File: src/rtl/ict_pkg.sv
package ict_pkg;
  localparam int FILT_W = 4;
  localparam int FLAG_N = 3;
  localparam int F_UPD  = 0;
  localparam int F_CAP  = 1;
  localparam int F_OVC  = 2;

  typedef enum logic [2:0] {
    A_CTRL = 3'd0,
    A_IEN  = 3'd1,
    A_STAT = 3'd2,
    A_DIV  = 3'd3,
    A_LIM  = 3'd4,
    A_CNT  = 3'd5,
    A_CAP  = 3'd6
  } reg_addr_e;

  typedef struct packed {
    logic [FILT_W-1:0] flen;
    logic              cap_en;
    logic              run;
  } ctrl_t;
endpackage

File: src/rtl/ict_tick_counter.sv
module ict_tick_counter #(
  parameter int W = 16
) (
  input  logic         clk,
  input  logic         rst_n,
  input  logic         run,
  input  logic         load,
  input  logic [W-1:0] load_val,
  input  logic [W-1:0] div,
  input  logic [W-1:0] lim,
  output logic [W-1:0] cnt,
  output logic         wrap_evt
);
  logic [W-1:0] pc_q, pc_d, cnt_q, cnt_d;
  logic         tick;

  always_comb begin
    tick     = run && (pc_q >= div);
    wrap_evt = tick && (cnt_q >= lim);
    pc_d     = pc_q;
    cnt_d    = cnt_q;
    if (load) begin
      cnt_d = load_val;
      pc_d  = '0;
    end else if (tick) begin
      pc_d  = '0;
      cnt_d = wrap_evt ? '0 : cnt_q + 1'b1;
    end else if (run) begin
      pc_d = pc_q + 1'b1;
    end
  end

  always_ff @(posedge clk or negedge rst_n) begin
    if (!rst_n) begin
      pc_q  <= '0;
      cnt_q <= '0;
    end else begin
      pc_q  <= pc_d;
      cnt_q <= cnt_d;
    end
  end

  assign cnt = cnt_q;
endmodule

File: src/rtl/ict_edge_filter.sv
module ict_edge_filter #(
  parameter int FW = 4
) (
  input  logic          clk,
  input  logic          rst_n,
  input  logic          din,
  input  logic [FW-1:0] flen,
  output logic          rise
);
  logic          s1_q, s2_q, lvl_q, lvl_d;
  logic [FW-1:0] rc_q, rc_d;

  always_comb begin
    lvl_d = lvl_q;
    rc_d  = '0;
    rise  = 1'b0;
    if (s2_q != lvl_q) begin
      if (rc_q >= flen) begin
        lvl_d = s2_q;
        rise  = s2_q;
      end else begin
        rc_d = rc_q + 1'b1;
      end
    end
  end

  always_ff @(posedge clk or negedge rst_n) begin
    if (!rst_n) begin
      s1_q  <= 1'b0;
      s2_q  <= 1'b0;
      lvl_q <= 1'b0;
      rc_q  <= '0;
    end else begin
      s1_q  <= din;
      s2_q  <= s1_q;
      lvl_q <= lvl_d;
      rc_q  <= rc_d;
    end
  end
endmodule

File: src/rtl/ict_flag_bank.sv
module ict_flag_bank
  import ict_pkg::*;
(
  input  logic              clk,
  input  logic              rst_n,
  input  logic              upd_evt,
  input  logic              cap_evt,
  input  logic              stat_wr,
  input  logic [FLAG_N-1:0] stat_wd,
  input  logic              cap_rd,
  input  logic [1:0]        ien,
  output logic [FLAG_N-1:0] flags,
  output logic              irq
);
  logic [FLAG_N-1:0] fl_q, fl_d;
  logic [FLAG_N-1:0] clr;

  always_comb begin
    clr        = stat_wr ? ~stat_wd : '0;
    clr[F_CAP] = clr[F_CAP] | cap_rd;
    fl_d       = fl_q & ~clr;
    if (upd_evt) fl_d[F_UPD] = 1'b1;
    if (cap_evt) begin
      fl_d[F_CAP] = 1'b1;
      if (fl_q[F_CAP] && !clr[F_CAP]) fl_d[F_OVC] = 1'b1;
    end
  end

  always_ff @(posedge clk or negedge rst_n) begin
    if (!rst_n) fl_q <= '0;
    else        fl_q <= fl_d;
  end

  assign flags = fl_q;
  assign irq   = (fl_q[F_UPD] & ien[0]) | (fl_q[F_CAP] & ien[1]);
endmodule

File: src/rtl/ict_capture_timer.sv
module ict_capture_timer
  import ict_pkg::*;
#(
  parameter int CNT_W = 16
) (
  input  logic             clk,
  input  logic             rst_n,
  input  logic             reg_wr,
  input  logic             reg_rd,
  input  logic [2:0]       reg_addr,
  input  logic [CNT_W-1:0] reg_wdata,
  output logic [CNT_W-1:0] reg_rdata,
  input  logic             cap_in,
  output logic             irq
);
  localparam logic [CNT_W-1:0] LIM_RST = {CNT_W{1'b1}};

  logic              rs1_q, rst_sync_n;
  ctrl_t             ctrl_q, ctrl_d;
  logic [1:0]        ien_q, ien_d;
  logic [CNT_W-1:0]  div_q, div_d, lim_q, lim_d, cap_q, cap_d;
  logic [CNT_W-1:0]  cnt;
  logic              upd_evt, rise, cap_evt, stat_wr, cap_rd, cnt_ld;
  logic [FLAG_N-1:0] flags;

  always_ff @(posedge clk or negedge rst_n) begin
    if (!rst_n) begin
      rs1_q      <= 1'b0;
      rst_sync_n <= 1'b0;
    end else begin
      rs1_q      <= 1'b1;
      rst_sync_n <= rs1_q;
    end
  end

  assign stat_wr = reg_wr && (reg_addr == A_STAT);
  assign cnt_ld  = reg_wr && (reg_addr == A_CNT);
  assign cap_rd  = reg_rd && (reg_addr == A_CAP);
  assign cap_evt = rise && ctrl_q.run && ctrl_q.cap_en;

  ict_tick_counter #(.W(CNT_W)) u_cnt (
    .clk(clk), .rst_n(rst_sync_n), .run(ctrl_q.run), .load(cnt_ld),
    .load_val(reg_wdata), .div(div_q), .lim(lim_q), .cnt(cnt), .wrap_evt(upd_evt)
  );

  ict_edge_filter #(.FW(FILT_W)) u_filt (
    .clk(clk), .rst_n(rst_sync_n), .din(cap_in), .flen(ctrl_q.flen), .rise(rise)
  );

  ict_flag_bank u_flags (
    .clk(clk), .rst_n(rst_sync_n), .upd_evt(upd_evt), .cap_evt(cap_evt),
    .stat_wr(stat_wr), .stat_wd(reg_wdata[FLAG_N-1:0]), .cap_rd(cap_rd),
    .ien(ien_q), .flags(flags), .irq(irq)
  );

  always_comb begin
    ctrl_d = ctrl_q;
    ien_d  = ien_q;
    div_d  = div_q;
    lim_d  = lim_q;
    cap_d  = cap_evt ? cnt : cap_q;
    if (reg_wr) begin
      case (reg_addr)
        A_CTRL: ctrl_d = '{flen: reg_wdata[7:4], cap_en: reg_wdata[1], run: reg_wdata[0]};
        A_IEN:  ien_d  = reg_wdata[1:0];
        A_DIV:  div_d  = reg_wdata;
        A_LIM:  lim_d  = reg_wdata;
        default: ;
      endcase
    end
  end

  always_ff @(posedge clk or negedge rst_sync_n) begin
    if (!rst_sync_n) begin
      ctrl_q <= '0;
      ien_q  <= '0;
      div_q  <= '0;
      lim_q  <= LIM_RST;
      cap_q  <= '0;
    end else begin
      ctrl_q <= ctrl_d;
      ien_q  <= ien_d;
      div_q  <= div_d;
      lim_q  <= lim_d;
      cap_q  <= cap_d;
    end
  end

  always_comb begin
    reg_rdata = '0;
    case (reg_addr)
      A_CTRL: reg_rdata[7:0] = {ctrl_q.flen, 2'b00, ctrl_q.cap_en, ctrl_q.run};
      A_IEN:  reg_rdata[1:0] = ien_q;
      A_STAT: reg_rdata[FLAG_N-1:0] = flags;
      A_DIV:  reg_rdata = div_q;
      A_LIM:  reg_rdata = lim_q;
      A_CNT:  reg_rdata = cnt;
      A_CAP:  reg_rdata = cap_q;
      default: ;
    endcase
  end
endmodule

File: config.mk
export PLATFORM = sky130hd
export DESIGN_NAME = ict_capture_timer
export DESIGN_NICKNAME = d
export VERILOG_FILES = /design/src/rtl/ict_pkg.sv /design/src/rtl/ict_tick_counter.sv /design/src/rtl/ict_edge_filter.sv /design/src/rtl/ict_flag_bank.sv /design/src/rtl/ict_capture_timer.sv
export SDC_FILE = /design/constraint.sdc
export NUM_CORES = 1
export LEC_CHECK = 0
export ABC_AREA = 1
export BUFFER_PORTS_ARGS = -buffer_cell sky130_fd_sc_hd__buf_2
export CAP_MARGIN = 30
export CORE_MARGIN = 2
export CORE_UTILIZATION = 25
export CTS_BUF_LIST = sky130_fd_sc_hd__clkbuf_4
export DETAILED_ROUTE_END_ITERATION = 7
export SETUP_SLACK_MARGIN = 0.4
export SLEW_MARGIN = 20
export SYNTH_ARGS = -nofsm -noshare
export SYNTH_HDL_FRONTEND = slang
export SYNTH_SLANG_ARGS = --single-unit
File: constraint.sdc
create_clock -name clk -period 5.05 [get_ports clk]
set_input_delay 0.2525 -clock clk [delete_from_list [all_inputs] [get_ports clk]]
set_output_delay 0.2525 -clock clk [all_outputs]
set_load 0.005 [all_outputs]
---- Yosys cells after proc, flatten, opt, wreduce, memory -nomap -nowiden ----
Cells that the tools add are included.
word-level totals
  register bits ........................... 100
  bits of input ports ..................... 24
operators by class
  add/sub/neg operators ................... 3
  magnitude comparators ................... 3
  eq/ne operators ......................... 7
  multiplexer cells ....................... 18
  bitwise logic cells ..................... 7
  reduce and logical (&&, ||, !) cells .... 17
operator list
  cell                                                  count
  2-to-1 mux 16 bit                                     6
  adder 16 x 1 -> 16 bit (second input constant)        2
  >= comparator 16 bit                                  2
  one-hot mux 8 bit (4 select lines)                    1
  one-hot mux 5 bit (5 select lines)                    1
  one-hot mux 2 bit (7 select lines)                    1
  AND reduction 2 bit                                   5
  equality test 3 bit (second input constant)           3
  logical AND 1 bit                                     8
  2-to-1 mux 4 bit                                      2
  equality test 3 x 2 -> 1 bit (second input constant)  2
  inverter 3 bit                                        2
  one-hot mux 1 bit (5 select lines)                    1
  adder 4 x 1 -> 4 bit (second input constant)          1
  >= comparator 4 bit                                   1
  2-to-1 mux 1 bit                                      4
  bitwise AND 3 bit                                     1
  equality test 3 x 1 -> 1 bit (second input constant)  1
  logical NOT 3 bit                                     1
  2-to-1 mux 3 bit                                      1
  nonzero test 3 bit                                    1
  bitwise AND 1 bit                                     2
  2-to-1 mux 2 bit                                      1
  bitwise OR 1 bit                                      2
  other kinds (3)                                       3

---- Depth between registers and ports, before layout ----
  depth in word-level cells ............... 8
  gate-level depth with buffers ........... 16
  gate-level depth less buffers ........... 15

---- By module ----
A second synthesis with hierarchy kept.
second synthesis, totals
  cells, all modules ...................... 867
  area, all modules ....................... 6495.0 µm²
modules (own cells, without submodules)
  module             times used  cells an instance  area an instance (µm²)
  ict_capture_timer  1           384                3101.7
  ict_tick_counter   1           415                2831.5
  ict_edge_filter    1           48                 406.6
  ict_flag_bank      1           20                 155.1

---- Worst setup path before layout ----
No wires, ideal clock.
  path kind ............................... reg-to-reg
  start point ............................. reg lim_q[11]
  end point ............................... reg u_cnt.cnt_q[6], in the netlist u_cnt.cnt[6]
  library setup time ...................... 0.068 ns
  arrival time ............................ 1.716 ns
  required time ........................... 4.982 ns
  slack ................................... 3.266 ns
  cell stages (with the launch flop) ...... 11
  clock period less this slack ............ 1.784 ns
  cell sequence ........................... dfstp_2 inv_1 ha_1 a21oi_1 o21ai_0 a21oi_1 nand3_1 nor2_2 buf_4 nand2_1 nand3_1
on the way
  cells in the longest elaborated chain, start to end .. 5
RTL lines
  item                      line                     text
  start: declaration        ict_capture_timer.sv:21  logic [CNT_W-1:0] div_q, div_d, lim_q, lim_d, cap_q, cap_d;
  start signal: assignment  ict_capture_timer.sv:84  lim_q <= lim_d;
  >= comparator 16 bit      ict_tick_counter.sv:19   wrap_evt = tick && (cnt_q >= lim);
  logical AND 1 bit         ict_tick_counter.sv:19
  2-to-1 mux 16 bit         ict_tick_counter.sv:27   cnt_d = wrap_evt ? '0 : cnt_q + 1'b1;
  2-to-1 mux 16 bit         ict_tick_counter.sv:25   end else if (tick) begin
  2-to-1 mux 16 bit         ict_tick_counter.sv:22   if (load) begin
  end signal: assignment    ict_tick_counter.sv:39   cnt_q <= cnt_d;
  end: declaration          ict_tick_counter.sv:14   logic [W-1:0] pc_q, pc_d, cnt_q, cnt_d;
Every way passes these cells. The select of a mux whose other input is x is not followed.
A chain may end at the register's enable or synchronous reset.

---- Worst setup path after layout ----
  start point ............................. reg u_cnt.pc_q[9]
  end point ............................... reg u_cnt.cnt_q[7], in the netlist u_cnt.cnt[7]
on the way
  cells in the longest elaborated chain, start to end .. 6
  elaborated cells between the ends (all ways) .. 7
RTL lines
  item                      line                    text
  start: declaration        ict_tick_counter.sv:14
  start signal: assignment  ict_tick_counter.sv:38  pc_q <= pc_d;
  >= comparator 16 bit (*)  ict_tick_counter.sv:18  tick = run && (pc_q >= div);
  logical AND 1 bit (*)     ict_tick_counter.sv:18
  logical AND 1 bit         ict_tick_counter.sv:19
  2-to-1 mux 16 bit         ict_tick_counter.sv:27
  2-to-1 mux 16 bit         ict_tick_counter.sv:25
  2-to-1 mux 16 bit         ict_tick_counter.sv:22
Mark *: on every way between the ends. The rest lies on a longest branch, timed or not. The select of a mux whose other input is x is not followed.

==> impl_metrics.toml <==
[status]
status = "finished clean"

[synth]
synth_nets = 837
syn_area_um2 = 5970
ys_seq_area_share_pct = 42.3
ys_top_cells_by_area = "dfrtp_1 35%, nand2_1 12%, ha_1 8.2%"
yosysUniqueCellTypes = 42
syn_area_per_cell_um2 = 7.71
yosys_warnings = 0
yosysTopAreaCellShare_pct = 35.2
synth_cells = 774
ys_seq_elements = 100
yosysTopAreaCell = "dfrtp_1"

[setup_path]
startpoint = "u_cnt.pc_q[9]"
arrival_ns = 2.94
crit_slowest_cell = "nor2_2"
setup.worst_path.end = "u_cnt.cnt[7]"
cp_cell_sequence = "ha_1 > nand4_1 > nor2_1 > nand2_1 > inv_1 > nand2_1 > nand2_1 > nand2_2 > nor2_2 > nand2_1 > nand3_1"
worstSetupStartpointType = "flip-flop"
r2r_slack_ns = 2.55
cp_top_family = "simple AND/OR/NAND/NOR gates"
critPathKind = "reg2reg"
rr_worst_depth = 11
rr_startpoint = "u_cnt.pc_q[9]"
critPathCaptureType = "flip-flop"
cpPeakStageDelay_ns = 0.61
worst-path-buf-inv = 1
cp.required_ns = 5.49
path_depth = 11
r2r-end = "u_cnt.cnt[7]"
worstPathMaxFanout = 22
path_common_cell = "nand2_1"

[floorplan]
die_width_um = 159
initial_core_util_pct = 25.4
core_area_um2 = 23500
pin_count = 41
die_area_um2 = 25100
num_rows = 56
die_y_um = 159

[cts]
worstSkewPairLatency_ns = 0.50
cts_root_buf = "clkbuf_4"
ctsLongestPathBuffers = 2
cts_max_level = 3
clkSlewWorstSetupHoldPaths_ns = 0.17
cts_sinks = 100
cts_tree = "yes"
numCtsBuffers = 9
post_cts_buffers = 0

[placed_design]
dp_cells = 1111
gp_congestion = 0.868
portBuffers = 40
hpwlAfterDp_um = 12400

[timing]
skew_ns = 0.0198
fin_crit_ns = 2.50
hold_viol = 0
relSlewSlack_pct = 51.9
hold_ws_ns = 0.0465
fin_crit_sh_pct = 49.4
worst_pin_slew_ns = 0.721
setup_viol = 0
rsz0062_at_grt = "no"
drv_slew = 0
fin_tns_setup_ns = 0
clock.fmax_mhz = 401

[layout]
nets = 885
drive_above_1_share_pct = 11.2
area_growth_pct = 14.2
layout.cells.non_filler = 1147

[detailed_routing]
routedWlPerCell_um = 14.3
routed-via-count = 5232
vias_per_cell = 4.56
firstDrtPassIters = 5
ant_nets = 0
drtIter0Drc = 396
drt_wl_total_um = 16400
drc_errors = 0

[power_and_ir_drop]
p_leak_nw = 3.42
p_per_area_nw_per_um2 = 339
irDropWorstVdd_v = 0.000140

[flow_run]
max-cap-violations = 0

[global_route]
grt_pass1_vias = 5075
antenna_found_initial = 1
overflow = 0
grt_max_degree = 48
grt_pass1_wl_um = 26800
grt_usage_pct = 13.8

[worst_hold_path]
hp-class = "in2reg"
-- tightest hold or removal path, cell delays in order --
cell and delay, ns:
buf_2 0.12, nand2_1 0.06, nand3_1 0.08
-- synthesized netlist by cell type, drive strengths merged --
cell and count:
nand3 57, a22oi 2, a21o 1, ha 39, clkbuf 10, or2 1, dfstp 16, nor3b 1
nor4 1, nor2 53, clkinv 1, a21oi 29, xor2 12, dfrtp 84, a221oi 9, o21a 1
nor3 11, o211ai 3, xnor2 2, nand4 12, o21bai 1, conb 1, o22ai 3, o21ai 88
inv 118, buf 15, nand2 197, o2111ai 6
-- layout make-up --
| type | instances | area [µm²] |
|---|---|---|
| Clock inverter | 7 | 57.6 |
| Timing Repair Buffer | 62 | 450 |
| Multi-Input combinational cell | 530 | 2870 |
| Antenna cell | 1 | 2.50 |
| Fill cell | 2585 | 16700 |
| Inverter | 119 | 449 |
| Sequential cell | 100 | 2530 |
| Clock buffer | 9 | 67.6 |
| Tap cell | 319 | 399 |
-- registers in the layout (all words and copies together) (netlist names) --
register	count
cap_q	16
div_q	16
lim_q	16
u_cnt.cnt	16
u_cnt.pc_q	16
ctrl_q	6
u_filt.rc_q	4
u_flags.flags	3
ien_q	2
rs1_q	1
rst_sync_n	1
u_filt.lvl_q	1
u_filt.s1_q	1
u_filt.s2_q	1
-- report_power, final --
part / switching, mW / total [mW] / internal, mW
registers: 0.179 / 1.16 / 0.984
clock network: 0.309 / 0.418 / 0.109
logic: 0.436 / 0.730 / 0.294
-- what timing repair did --
item                                   in CTS  in global routing
gates resized for setup                     0                  0
hold buffers                               17                  0
endpoints found under the hold margin      23                  0
setup endpoints to repair                   0                  0
-- per-layer routing --
layer	share of wire, %	GRT usage [%]
met5	0	0
met1	46	18.0
met3	3.3	1.93
met4	2.0	4.68
met2	49	23.6
-- worst min-delay path by stage --
stage,from,to,depth (start not counted)
after floorplan,rst_n,rs1_q,0
after detailed placement,rst_n,rs1_q,1
final,reg_wdata[2],u_cnt.cnt[2],3
after CTS,reg_wdata[2],u_cnt.cnt[2],3
after global routing,reg_wdata[2],u_flags.flags[2],3
after global placement,rst_n,rs1_q,1
-- layout by cell type, fill, tap and decap left out, types with 3 or more instances in the layout --
cell / count
clkbuf_4: 9
dlygate4sd3_1: 17
nand2_1: 191
o21ai_0: 85
nand2_2: 3
o21ai_1: 3
nor2_1: 49
inv_6: 3
ha_1: 39
o22ai_1: 3
dfstp_2: 16
nand3_1: 55
inv_1: 115
nor3_1: 10
xor2_1: 12
dfrtp_1: 83
buf_8: 3
nand4_1: 12
a21oi_1: 29
o211ai_1: 3
buf_2: 40
o2111ai_1: 6
a221oi_1: 9
-- through the flow --
step	utilization, %	setup WS (ns)	area, µm²	total power [mW]
after floorplan	-	2.09	5970	1.65
after global placement	27.5	2.56	6450	1.87
after detailed placement	27.6	2.51	6490	1.90
after CTS	28.9	2.52	6790	2.33
after global routing	29.0	2.33	6820	2.51
final	29.0	2.55	6820	2.31
-- kinds of logic (layout without fill, tap and decap cells) --
kind of cell | count (synthesis) | in the layout | synth area share, %
AO/OA/AOI/OAI | 143 | 143 | 13.3
XOR/XNOR | 14 | 14 | 2.05
adder cells (fa/ha/maj) | 39 | 39 | 8.18
buffers and inverters | 144 | 197 | 9.73
flip-flops | 100 | 100 | 42.3
other | 1 | 2 | 0.0628
AND/OR/NAND/NOR | 333 | 333 | 24.4
No activity file was read; power rests on OpenSTA's default activity.
